File: config.mk
export PLATFORM = sky130hd
export DESIGN_NAME = hb_deadtime_filter
export DESIGN_NICKNAME = d
export VERILOG_FILES = /design/src/rtl/hb_deadtime_filter.sv
export SDC_FILE = /design/constraint.sdc
export NUM_CORES = 1
export LEC_CHECK = 0
export ABC_AREA = 1
export ABC_CLOCK_PERIOD_IN_PS = 2100
export BUFFER_PORTS_ARGS = -buffer_cell sky130_fd_sc_hd__buf_4
export CAP_MARGIN = 5
export CORE_ASPECT_RATIO = 1.2
export CORE_UTILIZATION = 50
export DETAILED_ROUTE_END_ITERATION = 6
export GPL_TIMING_DRIVEN = 0
export PLACE_DENSITY_LB_ADDON = 0.08
export SETUP_SLACK_MARGIN = 0.15
export SYNTH_ARGS = -nofsm -noshare
export SYNTH_HDL_FRONTEND = slang
export SYNTH_SLANG_ARGS = --single-unit
File: constraint.sdc
create_clock -name clk -period 2.1 [get_ports clk]
set_clock_uncertainty 0.1 [all_clocks]
set_input_delay 0.105 -clock clk [delete_from_list [all_inputs] [get_ports clk]]
set_output_delay 0.105 -clock clk [all_outputs]
set_load 0.02 [all_outputs]
File: src/rtl/hb_deadtime_filter.sv
module hb_deadtime_filter #(
  parameter int FILT_CYC = 33,
  parameter int DEAD_CYC = 23
) (
  input  logic clk,
  input  logic rst_n,
  input  logic hi_cmd_n,
  input  logic lo_cmd_n,
  input  logic drive_disable,
  output logic hi_gate,
  output logic lo_gate
);

  localparam int FCW = (FILT_CYC > 1) ? $clog2(FILT_CYC) : 1;
  localparam int DCW = (DEAD_CYC > 1) ? $clog2(DEAD_CYC) : 1;
  localparam logic [FCW-1:0] FLAST = FCW'(FILT_CYC - 1);
  localparam logic [DCW-1:0] DLAST = DCW'(DEAD_CYC - 1);

  // index 0: upper switch, index 1: lower switch
  logic [1:0] req, filt, gate_q, off_done;

  assign req = {~lo_cmd_n, ~hi_cmd_n};

  for (genvar i = 0; i < 2; i++) begin : g_side
    logic [FCW-1:0] fcnt;
    logic           f_r;
    logic [DCW-1:0] off_cnt;
    logic           g_r;
    logic           want;

    always_ff @(posedge clk or negedge rst_n) begin
      if (!rst_n) begin
        fcnt <= '0;
        f_r  <= 1'b0;
      end else if (req[i] == f_r) begin
        fcnt <= '0;
      end else if (fcnt == FLAST) begin
        fcnt <= '0;
        f_r  <= req[i];
      end else begin
        fcnt <= fcnt + 1'b1;
      end
    end

    always_ff @(posedge clk or negedge rst_n) begin
      if (!rst_n)
        off_cnt <= DLAST;
      else if (g_r)
        off_cnt <= '0;
      else if (off_cnt != DLAST)
        off_cnt <= off_cnt + 1'b1;
    end

    assign want = filt[i] & ~filt[1-i];

    always_ff @(posedge clk or negedge rst_n) begin
      if (!rst_n)
        g_r <= 1'b0;
      else if (drive_disable || !want)
        g_r <= 1'b0;
      else if (!g_r && off_done[1-i])
        g_r <= 1'b1;
    end

    assign filt[i]     = f_r;
    assign gate_q[i]   = g_r;
    assign off_done[i] = ~g_r & (off_cnt == DLAST);
  end

  assign hi_gate = gate_q[0] & ~drive_disable;
  assign lo_gate = gate_q[1] & ~drive_disable;

endmodule

======== After elaboration in Yosys (flattened, before gate mapping) ========
Cells that the tools add are included.
word-level totals
  flip-flop bits (word level) ............. 26
  bits of input ports ..................... 5
  output and inout port bits .............. 2
  logic and storage cells ................. 61
cells by class
  $add $sub $neg .......................... 4
  equality and inequality tests ........... 8
  mux-type cells .......................... 12
  bitwise gates (word level) .............. 15
  reductions and logical operators ........ 14
operators with widths
  operator                                                       count
  6-bit 2-to-1 mux                                               4
  5-bit 2-to-1 mux                                               4
  6-bit by 1-bit adder with 6-bit output, second input constant  2
  6-bit == test, second input constant                           2
  5-bit by 1-bit adder with 5-bit output, second input constant  2
  5-bit == test, second input constant                           2
  5-bit != test, second input constant                           2
  1-bit NOT                                                      9
  2-bit nonzero test                                             4
  1-bit bitwise AND                                              6
  1-bit zero test                                                4
  1-bit 2-to-1 mux                                               4
  2-bit AND reduction                                            2
  1-bit == test                                                  2
  1-bit logical AND                                              2
  1-bit logical OR                                               2

======== Longest topological paths before layout ========
  depth after elaboration ................. 5
  depth in mapped cells ................... 7
  depth with buffers taken out ............ 7

======== Worst setup path after synthesis ========
OpenSTA, ideal clock, no wires.
  path kind ............................... register to register
  from .................................... register g_side[1].off_cnt[1]
  to ...................................... register g_side[1].off_cnt[1]
  library setup time ...................... 0.069 ns
  arrival time ............................ 1.059 ns
  required time ........................... 1.931 ns
  slack ................................... 0.873 ns
  cell stages (with the launch flop) ...... 6
  path buffers ............................ 0
  clock period less this slack ............ 1.227 ns
  cells stage by stage .................... dfstp_2 > ha_1 > nand4_2 > nor2_2 > nand2_1 > o21ai_2
between the ends
  word-level cells in the longest chain between the ends .. 3
  elaborated cells between the ends (all ways) .. 5
  classes of those cells .................. add/sub (1); eq/ne (1); mux (2); reduce/logical (1)
ends and longest elaborated chain
  what                                    RTL line  RTL
  start: declaration                      27        logic [DCW-1:0] off_cnt;
  start signal: assignment                51        off_cnt <= off_cnt + 1'b1;
  5-bit by 1-bit adder with 5-bit output  51
  5-bit 2-to-1 mux                        50        else if (off_cnt != DLAST)
  5-bit 2-to-1 mux                        48        else if (g_r)
Parallel ways exist; a longest one is shown, timed or not. The select of a mux whose other input is x is not followed.
A chain may end at the register's enable or synchronous reset.

======== Worst setup path in the final report ========
  from .................................... register g_side[0].g_r
  to ...................................... output port hi_gate
between the ends
  word-level cells in the longest chain between the ends .. 1
ends and longest elaborated chain
  what                      RTL line  RTL
  start: declaration        28        logic g_r;
  start signal: assignment  58        g_r <= 1'b0;
  start signal: assignment  60        g_r <= 1'b0;
  start signal: assignment  62        g_r <= 1'b1;
  1-bit bitwise AND         70        assign hi_gate = gate_q[0] & ~drive_disable;
  end: declaration          10        output logic hi_gate,
No other way between the ends.

==> metrics.md <==
| Metric | Value |
|---|---|
| RSZ-0062 raised after global routing | false |
| Status | finished clean |
| Worst Path Arrival | 1.15 ns |
| Final hold viol count | 0 |
| HPWL after DPL | 1630 um |
| DRT iter0 DRCs | 18 |
| Unique masters post-synth | 23 |
| Total GRT Usage | 16.8% |
| YS warnings | 0 |
| Crit path launch type | flop |
| Initial antenna violation count | 0 |
| Pwr/cell area | 1050 nW/um2 |
| Post-CTS Resized | 0 |
| Most frequent cells in the layout | 29 x inv_1, 28 x nand2_1, 26 x nor2_1, 20 x dfrtp_1, 13 x nand3_1 |
| Starting Density | 53.9% |
| Number of global-route vias before repair | 908 |
| Gate power share | 34.7% |
| CP required | 1.89 ns |
| VDD IR max | 0.000626 V |
| Routed WL | 2180 um |
| Worst-margin pin slew | 0.327 ns |
| Net Sw Frac | 38.2% |
| First-pass GRT wire length | 3810 um |
| Vias after detailed routing | 1,015 |
| I/O Buffers | 6 |
| Hold WC Path Type | in -> async |
| Post-CTS setup buffer count | 0 |
| WS Path Type | reg -> out |
| Final WS setup | 0.741 ns |
| Int Power | 0.00100 W |
| Area delta synth->final | 10.6% |
| Drt drc | 0 |
| Nets@finish | 197 |
| Avg Inst Size Synth | 8.31 um2 |
| Drt wl/cell | 10.2 um |
| Switching component of the power | between 0.0006 and 0.0007 W |
| Number of antenna diodes | 0 |
| Clock group share of total power | around an eighth |
| Total CTS buffers | 3 |
| Sequential share of power | 52.5% |
| Syn Inst Count | between 150 and 200 |
| Routability-driven placement congestion ratio | 0.795 |
| Final setup fails | 0 |
| H-tree levels | 1 |
| Sequential-to-total area share from yosys stat | 46.9% |
| Placement Setup Slack | 0.778 ns |
| Cts hold-fix bufs | 4 |
| Reg area | 658 um2 |
| Root Driver | clkbuf_4 |
| Max Freq | 0.736 GHz |
| Area occupied by multi-input gates | 622 um2 |
| Most common cell after layout, fill and taps aside | inv_1 |
| Min cycle time layout | 1.36 ns |
| Overall die width | 50.4 um |
| Final period util | roughly two thirds |
| Worst-skew pair later-pin latency | 0.31 ns |
| Cell Count, Final, Fillers Out | 215 |
| Post-Syn Area | around 1400 um2 |
| Die ar. | 3020 um2 |
| Static leakage | around 0.79 nW |
| GRT overflow | 0 |
| # IOs | 7 |
| Max clock buf depth | 2 |
| DR vias/cell | 4.72 |
| Clock slew at reported path FFs | 0.14 ns |
| Core area | 2600 um2 |
| Relative slew slack | 78.2% |
| Die Ht | 60.0 um |
| CTS tree | yes |
| Placed Cells incl. Taps | 208 |
| Sink Count | 26 |
| Setup_tns | 0 ns |
| Flops & latches, synth | 26 |
| # rows | 20 |
| DRT Pass-1 Iters | 4 |
| Antenna Violating Nets Remaining | 0 |
| Final Max Tran Viols | 0 |
| Worst Setup End Kind | output pin |
| Layout cell share with drive strength beyond 1 | 17.6% |
| Fillers | 234 |
| Syn Nets | 182 |
| Maxcap violations | 0 |
| Max FO, Critical Path | 7 |
| Largest net degree at the start of global routing | 27 |
## stage by stage
| stage | power, W | utilization [%] | area, um2 | hold WS [ns] |
|---|---|---|---|---|
| final | 0.00163 | 59.7 | 1550 | 0.111 |
| after floorplan | 0.00130 | - | 1400 | -0.291 |
| after global placement | 0.00140 | 57.3 | 1490 | -0.0714 |
| after detailed placement | 0.00143 | 57.3 | 1490 | -0.0668 |
| after global routing | 0.00177 | 59.7 | 1550 | 0.124 |
| after CTS | 0.00165 | 59.7 | 1550 | 0.109 |
## layout make-up
cell class | count | share of cell area [%]
clock buffers | 3 | 1.45
multi-input cells | 110 | 40.0
well taps | 33 | 2.66
repair buffers | 10 | 5.48
inverters | 33 | 7.98
flip-flops and latches | 26 | 42.4
## kinds of logic after synthesis
logic type	Yosys count	synth area share [%]
adder cells (fa/ha/maj)	8	7.13
AO/OA/AOI/OAI	12	4.54
flip-flops	26	46.9
XOR/XNOR	6	3.74
buffers and inverters	33	8.82
AND/OR/NAND/NOR	84	28.9
## power groups by stage
stage          Sequential (W)  Combinational (W)  Clock (W)
5_1_grt              0.000877           0.000658   0.000233
3_5_place_dp         0.000867           0.000563          0
4_1_cts              0.000856           0.000572   0.000218
3_3_place_gp         0.000859           0.000541          0
2_1_floorplan        0.000830           0.000467          0
6_report             0.000854           0.000564   0.000209
## worst paths after layout
| path | slack [ns] | depth (start not counted) | to | startpoint |
|---|---|---|---|---|
| worst max register to register | 0.76 | 5 | g_side[1].off_cnt[1] | g_side[1].off_cnt[1] |
| worst min-delay path | 0.11 | 2 | g_side[1].fcnt[5] | rst_n |
| worst max-delay path | 0.74 | 3 | hi_gate | g_side[0].g_r |
| min in group clk | 0.37 | 1 | g_side[1].off_cnt[4] | g_side[1].g_r |
| worst min register to register | 0.37 | 1 | g_side[1].off_cnt[4] | g_side[1].g_r |
| max in group asynchronous | 1.49 | 2 | g_side[1].off_cnt[1] | rst_n |
## metal layers
layer | track usage [%] | share of wire (%)
met5 | 0 | 0
met4 | 8.33 | 0.92
met3 | 2.29 | 2.0
met2 | 28.4 | 47
met1 | 21.2 | 50
## worst max-delay path, cell delays in order, from the launching register on
cell and delay [ns]:
dfrtp_1 0.40, inv_1 0.22, nor2_1 0.07, buf_4 0.16
## cells in the mapped netlist
library cell / number / area (um2)
o21ai_1: 1 / 5.00
nor3_1: 1 / 5.00
xor2_1: 4 / 35.0
nor2_1: 26 / 97.6
clkinv_1: 1 / 3.75
nand2_2: 4 / 25.0
o21ai_0: 7 / 35.0
dfstp_2: 6 / 158
nand4_4: 1 / 21.3
nand3_1: 13 / 65.1
inv_1: 29 / 109
o21ai_2: 1 / 8.76
nor2_4: 1 / 11.3
nand2_1: 28 / 105
nor3b_2: 1 / 12.5
a21oi_1: 3 / 15.0
dfrtp_1: 20 / 500
ha_1: 8 / 100
xnor2_1: 2 / 17.5
inv_2: 3 / 11.3
nor2_2: 5 / 31.3
nand4_2: 1 / 12.5
nand4_1: 3 / 18.8
## state kept, by name, indices dropped and copies added, names as in the netlist
name / cells
g_side.f_r: 2
g_side.fcnt: 12
g_side.g_r: 2
g_side.off_cnt: 10
No activity file was read; power rests on OpenSTA's default activity.
